[src/rtl/oscan_pkg.sv]
package oscan_pkg;

    typedef enum logic [1:0] {
        ST_IDLE   = 2'd0,
        ST_FILL   = 2'd1,
        ST_STEADY = 2'd2
    } scan_state_e;

    localparam logic MODE_EXCL = 1'b0;
    localparam logic MODE_INCL = 1'b1;

endpackage

[src/rtl/oscan_ctrl.sv]
module oscan_ctrl
    import oscan_pkg::*;
#(
    parameter int OFFSET = 4,
    parameter int IW     = $clog2(OFFSET + 1)
) (
    input  logic          clk,
    input  logic          rst_n,
    input  logic          in_valid,
    input  logic          in_last,
    input  logic          in_incl,
    output logic [IW-1:0] tag_idx,
    output logic          tag_incl,
    output logic          use_hist,
    output logic          active
);

    localparam logic [IW-1:0] IDX_SAT = IW'(OFFSET);

    scan_state_e   state_q, state_d;
    logic [IW-1:0] cnt_q, cnt_d;
    logic          mode_q, mode_d;

    // State register
    always_ff @(posedge clk or negedge rst_n) begin
        if (!rst_n) begin
            state_q <= ST_IDLE;
            cnt_q   <= '0;
            mode_q  <= MODE_INCL;
        end else begin
            state_q <= state_d;
            cnt_q   <= cnt_d;
            mode_q  <= mode_d;
        end
    end

    // Next-state logic
    always_comb begin
        state_d = state_q;
        cnt_d   = cnt_q;
        mode_d  = mode_q;
        unique case (state_q)
            ST_IDLE: begin
                if (in_valid) begin
                    mode_d = in_incl;
                    if (!in_last) begin                         // T_START
                        cnt_d   = IW'(1);
                        state_d = (OFFSET == 1) ? ST_STEADY : ST_FILL;
                    end                                          // else T_SINGLE
                end
            end
            ST_FILL: begin
                if (in_valid) begin
                    if (in_last) begin                          // T_END
                        cnt_d   = '0;
                        state_d = ST_IDLE;
                    end else begin
                        cnt_d = cnt_q + IW'(1);
                        if ((cnt_q + IW'(1)) == IDX_SAT) begin  // T_FILL_DONE
                            state_d = ST_STEADY;
                        end
                    end
                end
            end
            ST_STEADY: begin
                if (in_valid && in_last) begin                  // T_END
                    cnt_d   = '0;
                    state_d = ST_IDLE;
                end
            end
            default: begin
                cnt_d   = '0;
                state_d = ST_IDLE;
            end
        endcase
    end

    // Outputs
    always_comb begin
        tag_idx  = cnt_q;
        tag_incl = mode_q;
        use_hist = 1'b0;
        active   = 1'b1;
        unique case (state_q)
            ST_IDLE: begin
                tag_idx  = '0;
                tag_incl = in_incl;
                active   = 1'b0;
            end
            ST_FILL: begin
                tag_idx = cnt_q;
            end
            ST_STEADY: begin
                tag_idx  = IDX_SAT;
                use_hist = 1'b1;
            end
            default: begin
                active = 1'b0;
            end
        endcase
    end

endmodule

[src/rtl/oscan_oppipe.sv]
module oscan_oppipe #(
    parameter int DW  = 16,
    parameter int IW  = 3,
    parameter int LAT = 3
) (
    input  logic          clk,
    input  logic          rst_n,
    input  logic          in_valid,
    input  logic          in_last,
    input  logic          in_incl,
    input  logic [IW-1:0] in_idx,
    input  logic [DW-1:0] in_data,
    input  logic [DW-1:0] in_operand,
    output logic          hd_valid,
    output logic          hd_last,
    output logic          hd_incl,
    output logic [IW-1:0] hd_idx,
    output logic [DW-1:0] hd_data
);

    logic [DW-1:0] d_q [1:LAT];
    logic [IW-1:0] i_q [1:LAT];
    logic [LAT:1]  v_q, l_q, m_q;

    always_ff @(posedge clk or negedge rst_n) begin
        if (!rst_n) begin
            v_q <= '0;
            l_q <= '0;
            m_q <= '0;
            for (int k = 1; k <= LAT; k++) begin
                d_q[k] <= '0;
                i_q[k] <= '0;
            end
        end else begin
            v_q[1] <= in_valid;
            l_q[1] <= in_valid & in_last;
            m_q[1] <= in_incl;
            i_q[1] <= in_idx;
            d_q[1] <= in_data + in_operand;
            for (int k = 2; k <= LAT; k++) begin
                v_q[k] <= v_q[k-1];
                l_q[k] <= l_q[k-1];
                m_q[k] <= m_q[k-1];
                i_q[k] <= i_q[k-1];
                d_q[k] <= d_q[k-1];
            end
        end
    end

    assign hd_valid = v_q[LAT];
    assign hd_last  = l_q[LAT];
    assign hd_incl  = m_q[LAT];
    assign hd_idx   = i_q[LAT];
    assign hd_data  = d_q[LAT];

endmodule

[src/rtl/oscan_history.sv]
module oscan_history #(
    parameter int DW    = 16,
    parameter int DEPTH = 4
) (
    input  logic                  clk,
    input  logic                  rst_n,
    input  logic [DW-1:0]         head,
    output logic [DEPTH:0][DW-1:0] win
);

    logic [DW-1:0] sr_q [1:DEPTH];

    always_ff @(posedge clk or negedge rst_n) begin
        if (!rst_n) begin
            for (int k = 1; k <= DEPTH; k++) sr_q[k] <= '0;
        end else begin
            sr_q[1] <= head;
            for (int k = 2; k <= DEPTH; k++) sr_q[k] <= sr_q[k-1];
        end
    end

    assign win[0] = head;
    for (genvar g = 1; g <= DEPTH; g++) begin : g_tap
        assign win[g] = sr_q[g];
    end

endmodule

[src/rtl/oscan_fixup.sv]
module oscan_fixup #(
    parameter int DW     = 16,
    parameter int OFFSET = 4,
    parameter int IW     = 3
) (
    input  logic                    clk,
    input  logic                    rst_n,
    input  logic [OFFSET:0][DW-1:0] win,
    input  logic                    hd_valid,
    input  logic                    hd_last,
    input  logic                    hd_incl,
    input  logic [IW-1:0]           hd_idx,
    output logic                    out_valid,
    output logic [DW-1:0]           out_data,
    output logic                    out_last
);

    logic [DW-1:0] corr;

    // Sum the OFFSET partials that cover every residue class; entries
    // older than the stream's first element are skipped via the index.
    always_comb begin
        corr = '0;
        for (int k = 0; k <= OFFSET; k++) begin
            if ((hd_incl ? (k < OFFSET) : (k >= 1)) && (int'(hd_idx) >= k)) begin
                corr = corr + win[k];
            end
        end
    end

    always_ff @(posedge clk or negedge rst_n) begin
        if (!rst_n) begin
            out_valid <= 1'b0;
            out_last  <= 1'b0;
            out_data  <= '0;
        end else begin
            out_valid <= hd_valid;
            out_last  <= hd_valid & hd_last;
            out_data  <= corr;
        end
    end

endmodule

[src/rtl/oscan_top.sv]
module oscan_top #(
    parameter int DW     = 16,
    parameter int OFFSET = 4,
    parameter int OP_LAT = 3
) (
    input  logic          clk,
    input  logic          rst_n,
    input  logic          in_valid,
    input  logic [DW-1:0] in_data,
    input  logic          in_last,
    input  logic          in_incl,
    output logic          out_valid,
    output logic [DW-1:0] out_data,
    output logic          out_last
);

    localparam int IW  = $clog2(OFFSET + 1);
    localparam int TAP = OFFSET - OP_LAT;

    if (OFFSET < OP_LAT) begin : g_cfg_err
        $error("OFFSET must be at least OP_LAT");
    end

    logic [IW-1:0]           tag_idx, hd_idx;
    logic                    tag_incl, use_hist, stream_active;
    logic                    hd_valid, hd_last, hd_incl;
    logic [DW-1:0]           hd_data, operand;
    logic [OFFSET:0][DW-1:0] win;

    oscan_ctrl #(.OFFSET(OFFSET), .IW(IW)) u_ctrl (
        .clk      (clk),
        .rst_n    (rst_n),
        .in_valid (in_valid),
        .in_last  (in_last),
        .in_incl  (in_incl),
        .tag_idx  (tag_idx),
        .tag_incl (tag_incl),
        .use_hist (use_hist),
        .active   (stream_active)
    );

    // Operand: identity during fill, partial from OFFSET elements back after
    assign operand = use_hist ? win[TAP] : '0;

    oscan_oppipe #(.DW(DW), .IW(IW), .LAT(OP_LAT)) u_pipe (
        .clk        (clk),
        .rst_n      (rst_n),
        .in_valid   (in_valid),
        .in_last    (in_last),
        .in_incl    (tag_incl),
        .in_idx     (tag_idx),
        .in_data    (in_data),
        .in_operand (operand),
        .hd_valid   (hd_valid),
        .hd_last    (hd_last),
        .hd_incl    (hd_incl),
        .hd_idx     (hd_idx),
        .hd_data    (hd_data)
    );

    oscan_history #(.DW(DW), .DEPTH(OFFSET)) u_hist (
        .clk   (clk),
        .rst_n (rst_n),
        .head  (hd_data),
        .win   (win)
    );

    oscan_fixup #(.DW(DW), .OFFSET(OFFSET), .IW(IW)) u_fix (
        .clk       (clk),
        .rst_n     (rst_n),
        .win       (win),
        .hd_valid  (hd_valid),
        .hd_last   (hd_last),
        .hd_incl   (hd_incl),
        .hd_idx    (hd_idx),
        .out_valid (out_valid),
        .out_data  (out_data),
        .out_last  (out_last)
    );

endmodule

[config.mk]
export PLATFORM = sky130hd
export DESIGN_NAME = oscan_top
export DESIGN_NICKNAME = d
export VERILOG_FILES = /design/src/rtl/oscan_pkg.sv /design/src/rtl/oscan_ctrl.sv /design/src/rtl/oscan_oppipe.sv /design/src/rtl/oscan_history.sv /design/src/rtl/oscan_fixup.sv /design/src/rtl/oscan_top.sv
export SDC_FILE = /design/constraint.sdc
export NUM_CORES = 1
export LEC_CHECK = 0
export ABC_CLOCK_PERIOD_IN_PS = 9200
export BUFFER_PORTS_ARGS = -buffer_cell sky130_fd_sc_hd__buf_2
export CAP_MARGIN = 20
export CORE_ASPECT_RATIO = 1.75
export CORE_MARGIN = 2
export CORE_UTILIZATION = 60
export DETAILED_ROUTE_END_ITERATION = 10
export PLACE_DENSITY_LB_ADDON = 0.12
export REMOVE_ABC_BUFFERS = 1
export SYNTH_ARGS = -nofsm -noshare
export SYNTH_HDL_FRONTEND = slang
export SYNTH_SLANG_ARGS = --single-unit
[constraint.sdc]
create_clock -name clk -period 9.2 [get_ports clk]
set_input_delay 1.38 -clock clk [delete_from_list [all_inputs] [get_ports clk]]
set_output_delay 1.38 -clock clk [all_outputs]
set_load 0.01 [all_outputs]
==> results of run 1 <==
[kinds of logic (layout without fill, tap and decap cells)]
| kind of cell | count (synthesis) | after routing | synth area share (%) |
|---|---|---|---|
| buffers and inverters | 64 | 114 | 3.09 |
| multiplexers | 19 | 19 | 2.49 |
| AO/OA/AOI/OAI | 222 | 222 | 16.9 |
| XOR/XNOR | 68 | 68 | 7.14 |
| adder cells (fa/ha/maj) | 83 | 83 | 12.6 |
| AND/OR/NAND/NOR | 218 | 218 | 12.5 |
| flip-flops | 154 | 154 | 45.2 |
[placed cells by master, fill, tap and decap left out, types with 5 or more instances in the layout]
| cell type | instances |
|---|---|
| o21a_1 | 6 |
| clkbuf_16 | 17 |
| nor2b_1 | 9 |
| nand2b_1 | 6 |
| or3_1 | 5 |
| ha_1 | 78 |
| xnor2_1 | 42 |
| nor2_1 | 51 |
| o21bai_1 | 7 |
| a211oi_1 | 6 |
| nand3_1 | 17 |
| o21ai_0 | 44 |
| and3_1 | 10 |
| a31oi_1 | 13 |
| a21oi_1 | 62 |
| a21o_1 | 31 |
| mux2_2 | 18 |
| nor3_1 | 11 |
| buf_2 | 37 |
| fa_1 | 5 |
| and2_1 | 29 |
| nand4_1 | 6 |
| dfrtp_1 | 153 |
| xor2_1 | 25 |
| nand2_1 | 62 |
| inv_1 | 39 |
| buf_4 | 5 |
| a211o_1 | 5 |
[registers in the layout (all words and copies together) (netlist names), 6 cells and up]
register,cells
u_hist.win,64
u_pipe.d_q,32
u_fix.out_data,16
u_pipe.hd_data,16
u_pipe.i_q,6
[layer usage]
layer / wire, µm / vias to the layer above
met5: 0 / -
met4: 477 / 0
met2: 9770 / 129
li1: - / 3014
met1: 7120 / 3060
met3: 404 / 35
[stage by stage]
stage,utilization (%),area [µm²],setup slack [ns],power [mW],hold slack [ns]
floorplan,-,8410,2.65,2.59,0.331
global placement,63.8,8870,1.97,2.96,0.332
detailed placement,63.8,8870,1.59,3.06,0.335
CTS,68.1,9470,1.51,3.80,0.349
global route,68.1,9470,0.917,4.13,0.351
finish,68.1,9470,1.39,3.81,0.347
[where the power goes]
| part | internal [mW] | total (mW) | switching [mW] | leakage (nW) |
|---|---|---|---|---|
| Combinational | 0.972 | 2.22 | 1.25 | 2.48 |
| Sequential | 0.799 | 0.881 | 0.0817 | 1.82 |
| Clock | 0.393 | 0.707 | 0.314 | 0.292 |
[worst paths after layout]
kind / from / to / slack [ns]
worst max-delay path: u_pipe.m_q[3] / u_fix.out_data[15] / 1.39
worst max register to register: u_pipe.m_q[3] / u_fix.out_data[15] / 1.39
worst min register to register: u_pipe.d_q[41] / u_pipe.d_q[25] / 0.35
min in group asynchronous: rst_n / u_hist.win[65] / 0.98
max in group asynchronous: rst_n / u_pipe.hd_idx[0] / 6.77
worst min-delay path: u_pipe.d_q[41] / u_pipe.d_q[25] / 0.35
[worst max-delay path, delay by kind of cell (launching register included)]
kind                     cells  cell delay [ns]
XOR/XNOR                     3             0.42
flip-flops                   1             0.91
AND/OR/NAND/NOR              9             1.32
multiplexers                 1             0.29
buffers and inverters        1             0.06
adder cells (fa/ha/maj)      5             1.70
AO/OA/AOI/OAI               16             3.03
[cell type report]
type	instances	area, µm²	share of cell area [%]
Clock buffer	18	439	4.64
Inverter	39	146	1.55
Tap cell	177	221	2.34
Multi-Input combinational cell	610	4410	46.6
Clock inverter	14	156	1.65
Sequential cell	154	3850	40.7
Timing Repair Buffer	43	234	2.47
==> metrics.txt, run 1 <==
Initial Util 61.3%; Final GP Congestion 0.815; DP Cell Count 1,023; Synth Register Bits 154; worst r2r path cells 35; wire per inst 16.9 µm; remaining antenna violation count after routing 0; leakage power 4.59 nW; Die Y 162 µm; slowest stage delay, CP 0.91 ns; final setup fails 0; CORE AREA 13,900 µm²; MaxCap Viol Count 0; CTS sink count 154; final hold viol count 0; Async SR Flop Fraction 100%; first-pass GRT wire length 30,400 µm; Setup TNS 0 ns; 1st-iter DRT viols 288; Top-Level Pins 39; Power Density 403 nW/µm²; fin. max-slew vios 0; Mapped Area 8530 µm²; clock root cell clkbuf_16; Total Wirelength 17,800 µm; RSZ-0062 raised after global routing false; Buffers on Ports 38; routed via count 6,238; Period minus WS final 7.81 ns; critical path class flip-flop to flip-flop; CP Data Arrival Time 8.16 ns; antenna violations before repair 0; clk buf depth 2; most common library cells after synthesis dfrtp_1, ha_1, a21oi_1, nand2_1, nor2_1; NumNets Final 969; worst skew pair latency 0.43 ns; Top FF cell, synth dfrtp_1; Max VDD drop 0.161 mV; largest net degree at the start of global routing 80; Crit. End Element flip-flop; synthesized area per cell 10.3 µm²; area leader, netlist dfrtp_1; global routing's busiest layer met2; die area 15,200 µm²; total grt overflow 0; CTS tree built; vias in the first global route 6,633; CP max stage cell dfrtp_1; # DRC 0; CP Launch Type flip-flop; Tcrit/Tclk final 84.9%; layout cells sized above 1 12.3%; CTS buffer count 17; GR Util met3 3.76%; Cell variety after synth 67; Max transition margin 36.5%; CTS H-tree depth 4; n_diodes 0; crit-path max FO 29; Most common cell on crit path ha_1; Tot GR Track Use 25.1%; Critical Path RT 9.55 ns; M1 GR Usage 28.3%; Post-Layout Cell Count 1,055; status complete, no violations; fmax 128 MHz; measured slew at the worst slew-check pin 0.952 ns; post-synth top area share 44.9%; hold_buf cts 0; GR Util met2 46.4%; most common cell in the synthesized netlist dfrtp_1; worst hold path cell count 0; synth-to-layout area growth 10.9%; Yosys warning total 0; Hold/Removal Path Class flip-flop to flip-flop; register area share after synthesis 45.2%; clock skew 0.0123 ns; Reg clk slew, reported paths 0.07 ns; die width 94.1 µm; drt pass-1 iters 5; EDFF count, synth 0; via/cell ratio 5.91; # resized after CTS 0; row count 57; Gate Count Post-Synth 828; Setup Buffers After CTS 0; Final HPWL DP 12,900 µm; Filler cells 1,095; top cells by area, synth dfrtp_1, ha_1, xnor2_1, a21oi_1, a21o_1
Note: power is estimated with default switching activity, not from simulation.
==> inputs of run 2 (changes only) <==
Settings changed: ABC_AREA set to 1, ABC_CLOCK_PERIOD_IN_PS 9200 to 7460.
Clock period 9.2 ns to 7.46 ns, I/O delays scaled along.
==> run 2 against run 1 <==
Synthesized cell count is 25% higher. Clock skew up 0.00083 ns. Non-clock buffer count increased by 5. Final area rose by 4.2%. Cell count grew 21%. First-iteration DRC count is 3.8% higher.
==> metrics.txt, run 2 <==
final setup fails 0 (unchanged); measured slew at the worst slew-check pin 0.685 ns (was 0.952 ns); Top FF cell, synth dfrtp_1 (unchanged); worst r2r path cells 40 (was 35); Gate Count Post-Synth 1,031 (was 828); worst hold path cell count 0 (unchanged); remaining antenna violation count after routing 0 (unchanged); CTS tree built (unchanged); r2r startpoint u_pipe.m_q[3] (unchanged); post-layout util 68.6% (was 68.1%); CORE AREA 14,400 µm² (was 13,900 µm²); clock skew 0.0132 ns (was 0.0123 ns); area leader, netlist dfrtp_1 (unchanged); Synth Register Bits 154 (unchanged); fin. max-slew vios 0 (unchanged); clk buf depth 2 (unchanged); critical path class flip-flop to flip-flop (unchanged); Top-Level Pins 39 (unchanged); most common cell after layout, fill and taps aside nand2_1 (was dfrtp_1); # DRC 0 (unchanged); Crit. End Element flip-flop (unchanged); antenna violations before repair 0 (unchanged); synth-to-layout area growth 11.9% (was 10.9%); Hold Path End u_pipe.m_q[3] (was u_pipe.d_q[25]); most frequent cells in the layout nand2_1, dfrtp_1, inv_1 (was dfrtp_1, ha_1, a21oi_1, nand2_1, nor2_1); synthesized area per cell 8.54 µm² (was 10.3 µm²); worst r2r dst u_fix.out_data[15] (unchanged); 1st-iter DRT viols 299 (was 288); Hold/Removal Path Class flip-flop to flip-flop (unchanged); Die Y 164 µm (was 162 µm); Mapped Area 8810 µm² (was 8530 µm²); CP Launch Type flip-flop (unchanged); row count 58 (was 57); first-pass GRT wire length 31,900 µm (was 30,400 µm); Buffers on Ports 38 (unchanged); Worst Path Buf+Inv 5 (was 1); Most common cell on crit path nand2_1 (was ha_1); CTS H-tree depth 4 (unchanged); worst skew pair latency 0.42 ns (was 0.43 ns); Total Wirelength 18,700 µm (was 17,800 µm); via/cell ratio 5.39 (was 5.91); hold_buf cts 0 (unchanged); CTS sink count 154 (unchanged); Reg clk slew, reported paths 0.07 ns (about the same); slowest stage delay, CP 0.45 ns (was 0.91 ns); most common library cells after synthesis nand2_1, dfrtp_1, inv_1, ha_1, a21oi_1 (was dfrtp_1, ha_1, a21oi_1, nand2_1, nor2_1); largest net degree at the start of global routing 84 (was 80); Post-Layout Cell Count 1,277 (was 1,055); crit-path max FO 5 (was 29); Final GP Congestion 0.893 (was 0.815); Max transition margin 54.3% (was 36.5%); register area share after synthesis 43.8% (was 45.2%); Yosys warning total 0 (unchanged); CTS buffer count 17 (unchanged); EDFF count, synth 0 (unchanged); Setup Buffers After CTS 0 (unchanged); DP Cell Count 1,244 (was 1,023); Critical Path RT 7.78 ns (was 9.55 ns); Largest register FFs 64 (unchanged); Filler cells 1,194 (was 1,095); status complete, no violations (unchanged); die width 95.6 µm (was 94.1 µm); wire per inst 14.6 µm (was 16.9 µm); # resized after CTS 0 (unchanged); reg2reg setup slack 0.79 ns (was 1.39 ns); post-synth top area share 43.5% (was 44.9%); n_diodes 0 (unchanged); Setup TNS 0 ns (unchanged); Period minus WS final 6.67 ns (was 7.81 ns); top cells by area, synth dfrtp_1, ha_1, nand2_1, inv_1, a21oi_1 (was dfrtp_1, ha_1, xnor2_1, a21oi_1, a21o_1); Cell variety after synth 43 (was 67); final hold viol count 0 (unchanged); CP max stage cell dfrtp_1 (unchanged); fmax 150 MHz (was 128 MHz); CP Data Arrival Time 6.99 ns (was 8.16 ns); NumNets Final 1,188 (was 969); Initial Util 61.3% (about the same); total grt overflow 0 (unchanged); MaxCap Viol Count 0 (unchanged); most common cell in the synthesized netlist nand2_1 (was dfrtp_1); Tot GR Track Use 26.2% (was 25.1%); die area 15,700 µm² (was 15,200 µm²); Tcrit/Tclk final 89.4% (was 84.9%); clock root cell clkbuf_16 (unchanged); hold wc startpoint u_pipe.m_q[2] (was u_pipe.d_q[41]); Async SR Flop Fraction 100% (unchanged); Levels on crit path 40 (was 35); RSZ-0062 raised after global routing false (unchanged); vias in the first global route 7,162 (was 6,633); Top delay family on crit path compound AO/OA/AOI/OAI gates (unchanged); drt pass-1 iters 5 (unchanged); Final HPWL DP 14,300 µm (was 12,900 µm); layout cells sized above 1 11.7% (was 12.3%); routed via count 6,887 (was 6,238)
## run 2: cell count changes in the layout (fill, tap and decap cells not counted), sizes merged, moves of 10 or more
| cell | before | now |
|---|---|---|
| mux2 | 18 | 0 |
| and2 | 30 | 3 |
| nor2 | 51 | 62 |
| nand2 | 62 | 256 |
| o21ai | 49 | 60 |
| a21boi | 5 | 15 |
| a21oi | 63 | 73 |
| a21o | 31 | 5 |
| and3 | 10 | 0 |
| xnor2 | 42 | 16 |
| nand3 | 17 | 74 |
| inv | 47 | 142 |
## run 2: worst max path at each step
stage                                     to  slack, ns           from
after detailed placement  u_fix.out_data[15]       0.75  u_pipe.m_q[3]
final                     u_fix.out_data[15]       0.79  u_pipe.m_q[3]
after global placement    u_fix.out_data[15]       0.84  u_pipe.m_q[3]
after global routing      u_fix.out_data[15]       0.09  u_pipe.m_q[3]
after CTS                 u_fix.out_data[15]       0.68  u_pipe.m_q[3]
after floorplan           u_fix.out_data[15]       1.45  u_pipe.m_q[3]
## run 2: cell families after synthesis
kind of cell	synth area share [%]
AOI/OAI and AO/OA	11.6
xor gates and xnor gates	4.47
adders and majority gates	12.2
buffers and inverters	6.61
DFF	43.8
and+or+nand+nor	21.3
## run 2: metal layers
layer | wire length (µm) | global-route usage (%) | vias to the layer above
li1 | - | - | 3474
met1 | 6980 | 26.8 | 3200
met2 | 10500 | 50.3 | 157
met3 | 457 | 3.85 | 56
met4 | 719 | 12.3 | 0
met5 | 0 | 0 | -
## run 2: cell type report
class                      count  area (µm²)  share of cell area [%]
multi-input combinational    727        4370                    44.3
sequential                   154        3850                    39.1
inverter                     136         510                    5.18
clock buffer                  17         425                    4.31
timing repair buffer          48         292                    2.96
tap                          180         225                    2.28
clock inverter                15         181                    1.84
## run 2: metrics by stage
step | setup slack [ns] | instance area (µm²) | hold WS [ns]
floorplan | 1.45 | 8740 | 0.331
global placement | 0.840 | 9230 | 0.332
detailed placement | 0.755 | 9230 | 0.335
CTS | 0.678 | 9830 | 0.350
global route | 0.0914 | 9860 | 0.351
finish | 0.794 | 9860 | 0.346
Power of run 2 is left out: the tool's default activity adds up to more than one toggle a clock period on the data nets, which glitch-free logic cannot reach.
